$ cat src/rtl/contx_pkg.sv
`timescale 1ns/1ps
package contx_pkg;
  localparam int BYTE_W  = 8;
  localparam int RDY_BIT = 7;
  localparam int IE_BIT  = 6;
  localparam logic ADDR_STAT = 1'b0;
  localparam logic ADDR_DATA = 1'b1;

  typedef enum logic [1:0] {
    MODE_8B  = 2'd0,
    MODE_7B  = 2'd1,
    MODE_7NP = 2'd2,
    MODE_RSV = 2'd3
  } tx_mode_e;

  function automatic logic is_ctrl_drop(input logic [BYTE_W-1:0] c);
    logic keep;
    keep = (c == 8'h07) || (c == 8'h08) || (c == 8'h09) ||
           (c == 8'h0A) || (c == 8'h0D);
    return (c == 8'h7F) || ((c < 8'h20) && !keep);
  endfunction
endpackage

$ cat src/rtl/contx_filter.sv
`timescale 1ns/1ps
module contx_filter
  import contx_pkg::*;
(
  input  logic [BYTE_W-1:0] raw_i,
  input  logic [1:0]        mode_i,
  output logic [BYTE_W-1:0] byte_o,
  output logic              drop_o
);
  tx_mode_e mode;
  logic     seven;

  always_comb begin
    mode   = tx_mode_e'(mode_i);
    seven  = (mode == MODE_7B) || (mode == MODE_7NP);
    byte_o = seven ? {1'b0, raw_i[BYTE_W-2:0]} : raw_i;
    drop_o = (mode == MODE_7NP) && is_ctrl_drop(byte_o);
  end
endmodule

$ cat src/rtl/contx_launch.sv
`timescale 1ns/1ps
module contx_launch
  import contx_pkg::*;
#(
  parameter int DELAY_CYC = 8
) (
  input  logic              clk_i,
  input  logic              rst_ni,
  input  logic              load_i,
  input  logic [BYTE_W-1:0] load_byte_i,
  input  logic              drop_i,
  input  logic              stall_i,
  output logic [BYTE_W-1:0] buf_o,
  output logic              start_o,
  output logic              complete_o
);
  localparam int DW = (DELAY_CYC < 2) ? 1 : $clog2(DELAY_CYC);
  localparam logic [DW-1:0] RELOAD = DW'(DELAY_CYC - 1);

  logic [BYTE_W-1:0] buf_q;
  logic [DW-1:0]     cnt_q;
  logic              pend_q;
  logic              launch, retry;

  // a new load in the launch cycle wins: the old byte is never offered
  assign launch     = pend_q && (cnt_q == '0) && !load_i;
  assign start_o    = launch && !drop_i;
  assign complete_o = launch && (drop_i || !stall_i);
  assign retry      = launch && !drop_i && stall_i;
  assign buf_o      = buf_q;

  always_ff @(posedge clk_i or negedge rst_ni) begin
    if (!rst_ni) begin
      buf_q  <= '0;
      cnt_q  <= '0;
      pend_q <= 1'b0;
    end else if (load_i) begin
      buf_q  <= load_byte_i;
      cnt_q  <= RELOAD;
      pend_q <= 1'b1;
    end else if (complete_o) begin
      pend_q <= 1'b0;
    end else if (retry) begin
      cnt_q  <= RELOAD;
    end else if (pend_q && (cnt_q != '0)) begin
      cnt_q  <= cnt_q - 1'b1;
    end
  end
endmodule

$ cat src/rtl/contx_csr.sv
`timescale 1ns/1ps
module contx_csr (
  input  logic clk_i,
  input  logic rst_ni,
  input  logic data_wr_i,
  input  logic stat_wr_i,
  input  logic ie_wdata_i,
  input  logic complete_i,
  output logic done_o,
  output logic ie_o,
  output logic irq_o
);
  logic done_q, ie_q, irq_q;
  logic done_d, ie_d, irq_d;

  always_comb begin
    ie_d   = stat_wr_i ? ie_wdata_i : ie_q;
    done_d = done_q;
    irq_d  = irq_q;
    if (data_wr_i) begin
      done_d = 1'b0;
      irq_d  = 1'b0;
    end else if (complete_i) begin
      done_d = 1'b1;
      irq_d  = ie_d;
    end else if (stat_wr_i) begin
      irq_d  = ie_wdata_i && (irq_q || (done_q && !ie_q));
    end
  end

  always_ff @(posedge clk_i or negedge rst_ni) begin
    if (!rst_ni) begin
      done_q <= 1'b1;
      ie_q   <= 1'b0;
      irq_q  <= 1'b0;
    end else begin
      done_q <= done_d;
      ie_q   <= ie_d;
      irq_q  <= irq_d;
    end
  end

  assign done_o = done_q;
  assign ie_o   = ie_q;
  assign irq_o  = irq_q;
endmodule

$ cat src/rtl/contx_count.sv
`timescale 1ns/1ps
module contx_count #(
  parameter int CNT_W = 16
) (
  input  logic             clk_i,
  input  logic             rst_ni,
  input  logic             inc_i,
  output logic [CNT_W-1:0] count_o
);
  logic [CNT_W-1:0] cnt_q;

  always_ff @(posedge clk_i or negedge rst_ni) begin
    if (!rst_ni)    cnt_q <= '0;
    else if (inc_i) cnt_q <= cnt_q + 1'b1;
  end

  assign count_o = cnt_q;
endmodule

$ cat src/rtl/contx_regif.sv
`timescale 1ns/1ps
module contx_regif
  import contx_pkg::*;
#(
  parameter int DATA_W    = 16,
  parameter int DELAY_CYC = 8,
  parameter int CNT_W     = 16
) (
  input  logic              clk_i,
  input  logic              rst_ni,
  input  logic              sel_i,
  input  logic              wr_i,
  input  logic              rd_i,
  input  logic              addr_i,
  input  logic [DATA_W-1:0] wdata_i,
  output logic [DATA_W-1:0] rdata_o,
  input  logic [1:0]        mode_i,
  output logic              tx_start_o,
  output logic [BYTE_W-1:0] tx_byte_o,
  input  logic              tx_stall_i,
  output logic              irq_o,
  output logic [CNT_W-1:0]  char_count_o
);
  logic              data_wr, stat_wr, stat_rd;
  logic              done_q, ie_q, complete, drop;
  logic [BYTE_W-1:0] buf_byte;

  assign data_wr = sel_i && wr_i && (addr_i == ADDR_DATA);
  assign stat_wr = sel_i && wr_i && (addr_i == ADDR_STAT);
  assign stat_rd = sel_i && rd_i && (addr_i == ADDR_STAT);

  contx_launch #(.DELAY_CYC(DELAY_CYC)) u_launch (
    .clk_i       (clk_i),
    .rst_ni      (rst_ni),
    .load_i      (data_wr),
    .load_byte_i (wdata_i[BYTE_W-1:0]),
    .drop_i      (drop),
    .stall_i     (tx_stall_i),
    .buf_o       (buf_byte),
    .start_o     (tx_start_o),
    .complete_o  (complete)
  );

  contx_filter u_filter (
    .raw_i  (buf_byte),
    .mode_i (mode_i),
    .byte_o (tx_byte_o),
    .drop_o (drop)
  );

  contx_csr u_csr (
    .clk_i      (clk_i),
    .rst_ni     (rst_ni),
    .data_wr_i  (data_wr),
    .stat_wr_i  (stat_wr),
    .ie_wdata_i (wdata_i[IE_BIT]),
    .complete_i (complete),
    .done_o     (done_q),
    .ie_o       (ie_q),
    .irq_o      (irq_o)
  );

  contx_count #(.CNT_W(CNT_W)) u_count (
    .clk_i   (clk_i),
    .rst_ni  (rst_ni),
    .inc_i   (complete),
    .count_o (char_count_o)
  );

  always_comb begin
    rdata_o = '0;
    if (stat_rd) begin
      rdata_o[RDY_BIT] = done_q;
      rdata_o[IE_BIT]  = ie_q;
    end
  end
endmodule

$ cat config.mk
export PLATFORM = sky130hd
export DESIGN_NAME = contx_regif
export DESIGN_NICKNAME = d
export VERILOG_FILES = /design/src/rtl/contx_pkg.sv /design/src/rtl/contx_filter.sv /design/src/rtl/contx_launch.sv /design/src/rtl/contx_csr.sv /design/src/rtl/contx_count.sv /design/src/rtl/contx_regif.sv
export SDC_FILE = /design/constraint.sdc
export NUM_CORES = 1
export LEC_CHECK = 0
export BUFFER_PORTS_ARGS = -buffer_cell sky130_fd_sc_hd__buf_2
export CORE_MARGIN = 1.5
export CORE_UTILIZATION = 40
export DETAILED_ROUTE_END_ITERATION = 16
export PLACE_DENSITY = 0.7
export SLEW_MARGIN = 20
export SYNTH_ARGS = -nofsm -noshare
export SYNTH_HDL_FRONTEND = slang
export SYNTH_SLANG_ARGS = --single-unit
$ cat constraint.sdc
create_clock -name clk_i -period 2 [get_ports clk_i]
set_input_delay 0.4 -clock clk_i [delete_from_list [all_inputs] [get_ports clk_i]]
set_output_delay 0.4 -clock clk_i [all_outputs]
set_load 0.05 [all_outputs]
==> reports/results.txt, run 1 <==
status -> completed
post-route ant nets -> 0
Psw -> 863 uW
Max Slew Vio Count -> 0
final setup violation count -> 0
nets -> 243
Cell Area, Placed -> 1930 um2
type of origin of the critical path -> flop
yosys warns -> 0
Max Root-Sink Buffers -> 2
setup slack after layout -> 46.7 ps
Synth Instances -> 166
VDD IR max -> 0.482 mV
Final Hold Fails -> 0
crit path capture -> tx_start_o
Synth Cell Area -> 1720 um2
Avg Cell Area, Syn -> 10.3 um2
total congestion overflow -> 0
worst hold slack -> 157 ps
DRT Pass-1 Iters -> 4
R2R setup slack -> 120 ps
WS Path Type -> reg2out
RSZ-0062 raised after global routing -> true
max_cap viols -> 0
Hold Crit Class -> in2async
first-pass GRT wire length -> 4.93 mm
clock-pin slew on the worst setup and hold paths -> 60 ps
most frequent cells in the layout -> 43 x buf_2, 29 x dfrtp_1, 14 x conb_1, 10 x nand2_1, 10 x xnor2_1
Total GRT Usage -> 0.142
die area -> 4690 um2
Reg area -> 778 um2
Clk pwr share -> 0.217
cell count after placement -> 256
reg2reg end -> u_count.count_o[8]
largest net degree at the start of global routing -> 32
Detailed Place HPWL -> 2.35 mm
Die Y -> 68.5 um
cell area after layout -> 2070 um2
commonest non-fill, non-tap cell in the layout -> buf_2
CP endpoint kind -> primary output
Rel. slew slack -> 0.548
vias per cell -> 4.84
clock latency on the worst-skew pair -> 280 ps
Setup TNS Final -> 0 ps
total CTS buffers -> 5
CP arrival -> 1550 ps
num ports -> 67
Layout Utilization -> 0.509
P&R area growth vs syn -> 20.4%
fmax -> 0.512 GHz
Sw Share -> 0.406
initial antenna violation count -> 0
WL final -> 3.18 mm
post-DR wirelength/cell -> 12.0 um
vias in the first global route -> 1142
Netlist cell types -> 38
clock skew -> 6.45 ps
Seq/Total Area, Yosys -> 0.453
Int Power -> 1.26 mW
Overall Power -> 2.12 mW
register share of total power -> 0.415
CP Max Fanout -> 6
core footprint -> 4060 um2
CTS tree -> done
PwrDens -> 1030 nW/um2
Port Buffers -> 44
die width -> 68.5 um
Final min period -> 1950 ps
CP Launch Point -> u_launch.buf_o[6]
area occupied by multi-input gates -> 816 um2
number of synthesized register bits -> 31
Worst Reg-to-Reg Cells -> 8
Required @ worst endpoint -> 1600 ps
share of layout cells above drive strength 1 -> 0.386
RePlAce Congestion -> 0.724
Leak -> 1.06 nW
via count -> 1283
H-tree Lvls -> 2
fin crit share -> 0.977
DR iter-0 viols -> 82
Fill cells -> 395
r2r startpoint -> u_launch.cnt_q[0]
Antenna diodes -> 0
Rows -> 23
CTS root buf -> clkbuf_8
Residual DRC -> 0
clk sinks -> 31
Worst Tran Pin Value -> 678 ps
initial core utilization -> 0.423
Setup WS pre-CTS -> -24.5 ps
combinational power share -> 0.369
Layout Cells excl Fill -> 265
-- cell type report --
cell class / count / share of cell area
clock inverter: 1 / 0.00242
sequential: 31 / 0.377
inverter: 8 / 0.0145
tap: 50 / 0.0303
multi-input combinational: 115 / 0.395
clock buffer: 7 / 0.0369
timing repair buffer: 53 / 0.144
-- per-layer routing --
layer	GRT usage	vias up	wire length, um
li1	-	630	-
met2	0.228	41	1500
met3	0.0345	5	170
met5	0	-	0
met4	0.0600	0	54
met1	0.181	607	1460
-- logic make-up after synthesis --
family,share of synthesized area
muxes,0.0656
DFF,0.453
other,0.00219
and+or+nand+nor,0.183
AOI/OAI and AO/OA,0.0562
xor gates and xnor gates,0.0861
adders and majority gates,0.0292
buffers and inverters,0.125
-- what timing repair did --
action,CTS,global route
setup endpoints to repair,1,12
setup buffers,1,0
gates resized for setup,5,7
hold buffers,0,0
pin swaps,1,0
-- power groups by stage --
stage	logic (mW)	registers (mW)	clock network [mW]
2_1_floorplan	0.531	0.974	0
5_1_grt	0.852	0.901	0.505
6_report	0.783	0.880	0.460
3_3_place_gp	0.737	0.878	0
3_5_place_dp	0.754	0.884	0
4_1_cts	0.774	0.876	0.477
-- cell usage after synthesis --
cell	instances	area share
o311ai_1	1	0.0051
nand4_1	4	0.015
nor3_2	1	0.0058
xnor2_2	1	0.0095
or2b_1	2	0.0088
ha_1	4	0.029
a31oi_1	1	0.0036
buf_4	22	0.096
nor4_1	2	0.0073
or2_2	1	0.0036
mux2_1	1	0.0066
a21oi_1	4	0.012
conb_1	1	0.0022
o2111ai_1	1	0.0051
dfstp_2	1	0.015
xnor2_1	10	0.051
nand2b_1	2	0.0073
inv_1	8	0.018
nand4b_1	1	0.0051
and4_1	3	0.015
buf_6	1	0.0066
nand3_1	10	0.029
a21oi_2	1	0.0051
clkbuf_1	2	0.0044
mux2_2	9	0.059
a221oi_1	1	0.0051
xor2_1	5	0.026
o21ai_0	7	0.020
dfrtp_1	30	0.44
nor3_1	5	0.015
nor2b_1	2	0.0073
nor2_1	7	0.015
nand2b_2	1	0.0051
and3_1	1	0.0036
or3b_4	1	0.0066
nor4_2	1	0.0073
nand3b_1	1	0.0044
nand2_1	10	0.022
-- registers in the layout, indices dropped and copies added (netlist names) --
name and flops:
u_launch.buf_o 8, u_csr.done_o 1, u_count.count_o 16, u_launch.pend_q 1
u_csr.irq_o 1, u_launch.cnt_q 3, u_csr.ie_o 1
-- critical path, stage by stage (launching register included) --
cell	delay (ps)
dfrtp_2	440
xnor2_1	180
o2111ai_2	140
a21oi_2	180
buf_4	150
nor2_4	30
buf_8	140
-- how the worst min path moves through the flow --
| stage | from | end | slack (ps) | depth (start not counted) |
|---|---|---|---|---|
| 6_report | rst_ni | u_count.count_o[12] | 160 | 1 |
| 5_1_grt | rst_ni | u_count.count_o[13] | 220 | 1 |
| 4_1_cts | rst_ni | u_count.count_o[12] | 190 | 1 |
| 3_5_place_dp | u_count.count_o[15] | u_count.count_o[15] | 460 | 1 |
| 3_3_place_gp | u_count.count_o[15] | u_count.count_o[15] | 460 | 1 |
| 2_1_floorplan | rst_ni | u_count.count_o[0] | 100 | 0 |
(Power assumes the default switching activity.)
==> run 2, diff against run 1 <==
==> constraint.sdc (replaced) <==
create_clock -name clk_i -period 2 [get_ports clk_i]
set_input_delay 0.6 -clock clk_i [delete_from_list [all_inputs] [get_ports clk_i]]
set_output_delay 0.6 -clock clk_i [all_outputs]
set_load 0.05 [all_outputs]
==> reports/results.txt, run 2 (synthesis gave the netlist of run 1 again) <==
Rows -> 23 (unchanged)
share of layout cells above drive strength 1 -> 0.443 (was 0.386)
initial antenna violation count -> 0 (unchanged)
Detailed Place HPWL -> 2.44 mm (was 2.35 mm)
Worst Tran Pin Value -> 667 ps (was 678 ps)
Setup WS pre-CTS -> -237 ps (was -24.5 ps)
clock skew -> 8.34 ps (was 6.45 ps)
H-tree Lvls -> 2 (unchanged)
total congestion overflow -> 0 (unchanged)
Sw Share -> 0.405 (was 0.406)
Final min period -> 2100 ps (was 1950 ps)
type of origin of the critical path -> input port (was flop)
area occupied by multi-input gates -> 880 um2 (was 816 um2)
fmax -> 0.476 GHz (was 0.512 GHz)
total CTS buffers -> 5 (unchanged)
Psw -> 895 uW (was 863 uW)
RSZ-0062 raised after global routing -> true (unchanged)
Port Buffers -> 44 (unchanged)
Die Y -> 68.5 um (unchanged)
CTS tree -> done (unchanged)
crit path capture -> tx_start_o (unchanged)
P&R area growth vs syn -> 28.1% (was 20.4%)
failing checks -> setup timing
Total GRT Usage -> 0.148 (was 0.142)
Final Hold Fails -> 0 (unchanged)
via count -> 1308 (was 1283)
CP Launch Point -> mode_i[1] (was u_launch.buf_o[6])
post-DR wirelength/cell -> 12.6 um (was 12.0 um)
hold buffers post-CTS -> 0 (unchanged)
Clk pwr share -> 0.206 (was 0.217)
commonest non-fill, non-tap cell in the layout -> buf_2 (unchanged)
num ports -> 67 (unchanged)
Reg area -> 777 um2 (was 778 um2)
VDD IR max -> 0.725 mV (was 0.482 mV)
Rel. slew slack -> 0.555 (was 0.548)
combinational power share -> 0.393 (was 0.369)
Residual DRC -> 0 (unchanged)
R2R setup slack -> 40 ps (was 120 ps)
fin crit share -> 1.05 (was 0.977)
initial core utilization -> 0.423 (unchanged)
WS Path Type -> in2out (was reg2out)
CP Max Fanout -> 2 (was 6)
clk sinks -> 31 (unchanged)
vias in the first global route -> 1168 (was 1142)
DR iter-0 viols -> 76 (was 82)
Antenna diodes -> 0 (unchanged)
r2r startpoint -> u_launch.buf_o[6] (was u_launch.cnt_q[0])
vias per cell -> 4.83 (was 4.84)
clock-pin slew on the worst setup and hold paths -> 60 ps (about the same)
die width -> 68.5 um (unchanged)
nets -> 249 (was 243)
clock latency on the worst-skew pair -> 270 ps (was 280 ps)
CP arrival -> 1500 ps (was 1550 ps)
CTS root buf -> clkbuf_8 (unchanged)
Layout Utilization -> 0.541 (was 0.509)
post-route ant nets -> 0 (unchanged)
PwrDens -> 1010 nW/um2 (was 1030 nW/um2)
Max Root-Sink Buffers -> 2 (unchanged)
Critical Path, Cell by Cell -> buf_6 -> ha_4 -> nand2_2 -> o2111ai_2 -> a21oi_2 -> nor2_4 -> buf_8 (was xnor2_1 -> o2111ai_2 -> a21oi_2 -> buf_4 -> nor2_4 -> buf_8)
Fill cells -> 359 (was 395)
most frequent cells in the layout -> 40 x buf_2, 30 x dfrtp_1, 16 x buf_4, 14 x conb_1 (was 43 x buf_2, 29 x dfrtp_1, 14 x conb_1, 10 x nand2_1, 10 x xnor2_1)
DRT Pass-1 Iters -> 4 (unchanged)
largest net degree at the start of global routing -> 32 (unchanged)
max_cap viols -> 0 (unchanged)
WL final -> 3.42 mm (was 3.18 mm)
slowest stage cell, crit path -> ha_4 (was dfrtp_2)
final setup violation count -> 1 (was 0)
register share of total power -> 0.401 (was 0.415)
Hold Crit Class -> in2async (unchanged)
worst hold slack -> 362 ps (was 157 ps)
die area -> 4690 um2 (unchanged)
setup slack after layout -> -100 ps (was 46.7 ps)
Int Power -> 1.31 mW (was 1.26 mW)
first-pass GRT wire length -> 5.15 mm (was 4.93 mm)
CP endpoint kind -> primary output (unchanged)
reg2reg end -> u_count.count_o[3] (was u_count.count_o[8])
core footprint -> 4060 um2 (unchanged)
Max Slew Vio Count -> 0 (unchanged)
Required @ worst endpoint -> 1400 ps (was 1600 ps)
Leak -> 1.11 nW (was 1.06 nW)
Overall Power -> 2.21 mW (was 2.12 mW)
CP max stage delay -> 220 ps (was 440 ps)
Worst Reg-to-Reg Cells -> 9 (was 8)
status -> finished, violations left (was completed)
Largest register FFs -> 16 (unchanged)
RePlAce Congestion -> 0.787 (was 0.724)
## run 2: how the worst min path moves through the flow
stage	startpoint	end	slack, ps	depth (start not counted)
after CTS	rst_ni	u_count.count_o[13]	390	1
after floorplan	rst_ni	u_count.count_o[0]	300	0
after detailed placement	u_count.count_o[15]	u_count.count_o[15]	460	1
after global placement	u_csr.done_o	u_csr.done_o	450	2
after global routing	rst_ni	u_count.count_o[7]	420	1
final	rst_ni	u_launch.buf_o[7]	360	1
## run 2: timing repair
item	4_1_cts	5_1_grt
endpoints found under the hold margin	0	0
endpoints found under the setup margin	1	9
gates resized for setup	11	14
pin swaps	4	5
setup buffers	3	5
## run 2: per-stage QoR
stage / setup TNS, ps / std cells / instance area (um2)
finish: -100 / 271 / 2200
global route: -431 / 271 / 2200
CTS: -116 / 266 / 2090
detailed placement: -2160 / 255 / 1950
global placement: -1740 / 255 / 1950
floorplan: -23.7 / 179 / 1800
## run 2: final cells by class
cell class              count  share of cell area
clock buffers               7              0.0347
clock inverters             1             0.00228
inverters                   8              0.0159
multi-input cells         115               0.400
flip-flops and latches     31               0.354
well taps                  50              0.0285
repair buffers             59               0.165
## run 2: critical path, delay by kind of cell
kind	cells	cell delay, ps
compound gates	2	310
simple gates	2	120
fa+ha+maj	1	220
buf+inv	2	250
## run 2: layer usage
layer  track usage  share of wire  wire [um]  up-vias
li1              -              -          -      642
met5             0              0          0        -
met3        0.0444          0.041        141        2
met4        0.0450         0.0085         29        0
met1         0.183           0.45       1550      628
met2         0.246           0.50       1700       36
## run 2: power by group through the flow
| stage | Sequential, mW | Clock, mW | Combinational (mW) |
|---|---|---|---|
| after CTS | 0.881 | 0.469 | 0.789 |
| final | 0.886 | 0.454 | 0.869 |
| after detailed placement | 0.885 | 0 | 0.759 |
| after global placement | 0.881 | 0 | 0.745 |
| after floorplan | 0.975 | 0 | 0.541 |
| after global routing | 0.910 | 0.498 | 0.943 |
==> run 3, diff against run 2 <==
Settings changed: CORE_UTILIZATION 40 to 45, CTS_CLUSTER_DIAMETER set to 80, PLACE_DENSITY 0.7 to 0.77, SLEW_MARGIN 20 to 30.
==> reports/results.txt, run 3 (synthesis gave the netlist of run 1 again) <==
CP Max Fanout -> 2 (unchanged)
first-pass GRT wire length -> 5.38 mm (was 5.15 mm)
total CTS buffers -> 5 (unchanged)
Detailed Place HPWL -> 2.44 mm (about the same)
Antenna diodes -> 0 (unchanged)
Max Root-Sink Buffers -> 2 (unchanged)
vias per cell -> 4.94 (was 4.83)
PwrDens -> 1060 nW/um2 (was 1010 nW/um2)
Total GRT Usage -> 0.171 (was 0.148)
Required @ worst endpoint -> 1400 ps (about the same)
Buf+Inv Stages, Crit Path -> 2 (unchanged)
CP arrival -> 1510 ps (was 1500 ps)
clock skew -> 5.84 ps (was 8.34 ps)
H-tree Lvls -> 2 (unchanged)
final setup violation count -> 1 (unchanged)
DRT Pass-1 Iters -> 4 (unchanged)
initial antenna violation count -> 0 (unchanged)
fin crit share -> 1.05 (about the same)
initial core utilization -> 0.469 (was 0.423)
Setup WS pre-CTS -> -233 ps (was -237 ps)
RSZ-0062 raised after global routing -> true (unchanged)
Final min period -> 2110 ps (was 2100 ps)
clock latency on the worst-skew pair -> 290 ps (was 270 ps)
type of origin of the critical path -> input port (unchanged)
via count -> 1299 (was 1308)
Final Hold Fails -> 0 (unchanged)
clock-pin slew on the worst setup and hold paths -> 60 ps (about the same)
RePlAce Congestion -> 0.766 (was 0.787)
failing checks -> setup timing (unchanged)
status -> finished, violations left (unchanged)
hold buffers post-CTS -> 0 (unchanged)
Worst Tran Pin Value -> 663 ps (was 667 ps)
Setup TNS Final -> -105 ps (was -100 ps)
delay-heaviest family, CP -> compound AO/OA/AOI/OAI gates (unchanged)
P&R area growth vs syn -> 23.9% (was 28.1%)
setup slack after layout -> -105 ps (was -100 ps)
core footprint -> 3660 um2 (was 4060 um2)
commonest non-fill, non-tap cell in the layout -> buf_2 (unchanged)
die area -> 4190 um2 (was 4690 um2)
clk sinks -> 31 (unchanged)
Rel. slew slack -> 0.558 (was 0.555)
Residual DRC -> 0 (unchanged)
WS Path Type -> in2out (unchanged)
largest net degree at the start of global routing -> 32 (unchanged)
post-DR wirelength/cell -> 12.1 um (was 12.6 um)
total congestion overflow -> 0 (unchanged)
die width -> 64.7 um (was 68.5 um)
num ports -> 67 (unchanged)
Max Slew Vio Count -> 0 (unchanged)
CP endpoint kind -> primary output (unchanged)
Largest register FFs -> 16 (unchanged)
vias in the first global route -> 1142 (was 1168)
Leak -> 1.06 nW (was 1.11 nW)
Fill cells -> 326 (was 359)
Die Y -> 64.7 um (was 68.5 um)
CTS root buf -> clkbuf_8 (unchanged)
DR iter-0 viols -> 71 (was 76)
most frequent cells in the layout -> 40 x buf_2, 29 x dfrtp_1, 14 x conb_1, 10 x xnor2_1, 10 x buf_4 (was 40 x buf_2, 30 x dfrtp_1, 16 x buf_4, 14 x conb_1)
CP max stage delay -> 230 ps (was 220 ps)
CTS tree -> done (unchanged)
max_cap viols -> 0 (unchanged)
VDD IR max -> 0.616 mV (was 0.725 mV)
slowest stage cell, crit path -> ha_4 (unchanged)
Rows -> 22 (was 23)
worst hold slack -> 340 ps (was 362 ps)
post-route ant nets -> 0 (unchanged)
Port Buffers -> 44 (unchanged)
Hold Crit Class -> in2async (unchanged)
fmax -> 0.475 GHz (was 0.476 GHz)
Critical Path, Cell by Cell -> buf_6 -> ha_4 -> nand2_4 -> o2111ai_2 -> a21oi_2 -> nor2_4 -> buf_8 (was buf_6 -> ha_4 -> nand2_2 -> o2111ai_2 -> a21oi_2 -> nor2_4 -> buf_8)
WL final -> 3.18 mm (was 3.42 mm)
share of layout cells above drive strength 1 -> 0.414 (was 0.443)
nets -> 243 (was 249)
[run 3: cell types whose count changed in the layout (fill, tap and decap cells not counted), sizes merged]
cell,change
buf,-6
clkinv,-1
clkbuf,+1
[run 3: power by group]
part / switching (mW) / internal, mW / leakage (nW)
logic: 0.530 / 0.285 / 0.612
registers: 0.134 / 0.754 / 0.393
clock network: 0.229 / 0.314 / 0.0515
total: 0.894 / 1.35 / 1.06
[run 3: layout make-up]
cell class | instances | area (um2) | area share
Clock buffer | 8 | 100 | 0.0471
Inverter | 8 | 35.0 | 0.0165
Multi-Input combinational cell | 115 | 835 | 0.393
Sequential cell | 31 | 778 | 0.366
Tap cell | 48 | 60.1 | 0.0283
Timing Repair Buffer | 53 | 317 | 0.149
[run 3: metrics by stage]
step	cell area [um2]	total power [mW]	util	instances
floorplan	1800	1.52	-	179
global placement	1950	1.62	0.532	253
detailed placement	1950	1.65	0.532	253
CTS	2110	2.26	0.576	262
global route	2120	2.37	0.580	263
finish	2120	2.25	0.580	263
[run 3: worst paths after layout]
kind,from,to,slack [ps],depth (start not counted)
worst max register to register,u_launch.buf_o[6],u_count.count_o[5],120,8
worst min register to register,u_csr.done_o,u_csr.done_o,470,2
worst max-delay path,mode_i[1],tx_start_o,-110,7
min in group clk_i,u_csr.done_o,u_csr.done_o,470,2
max in group asynchronous,rst_ni,u_launch.buf_o[3],1190,1
worst min-delay path,rst_ni,u_count.count_o[13],340,1
[run 3: layer usage]
metal | global-route usage | vias up | routed length [um]
li1 | - | 634 | -
met1 | 0.223 | 613 | 1440
met2 | 0.255 | 45 | 1510
met3 | 0.0503 | 7 | 159
met4 | 0.0957 | 0 | 73
met5 | 0 | - | 0
[run 3: repair_timing]
item,CTS,global route
pin swaps,2,1
setup endpoints to repair,6,5
gates resized for setup,13,6
buffers inserted,1,1
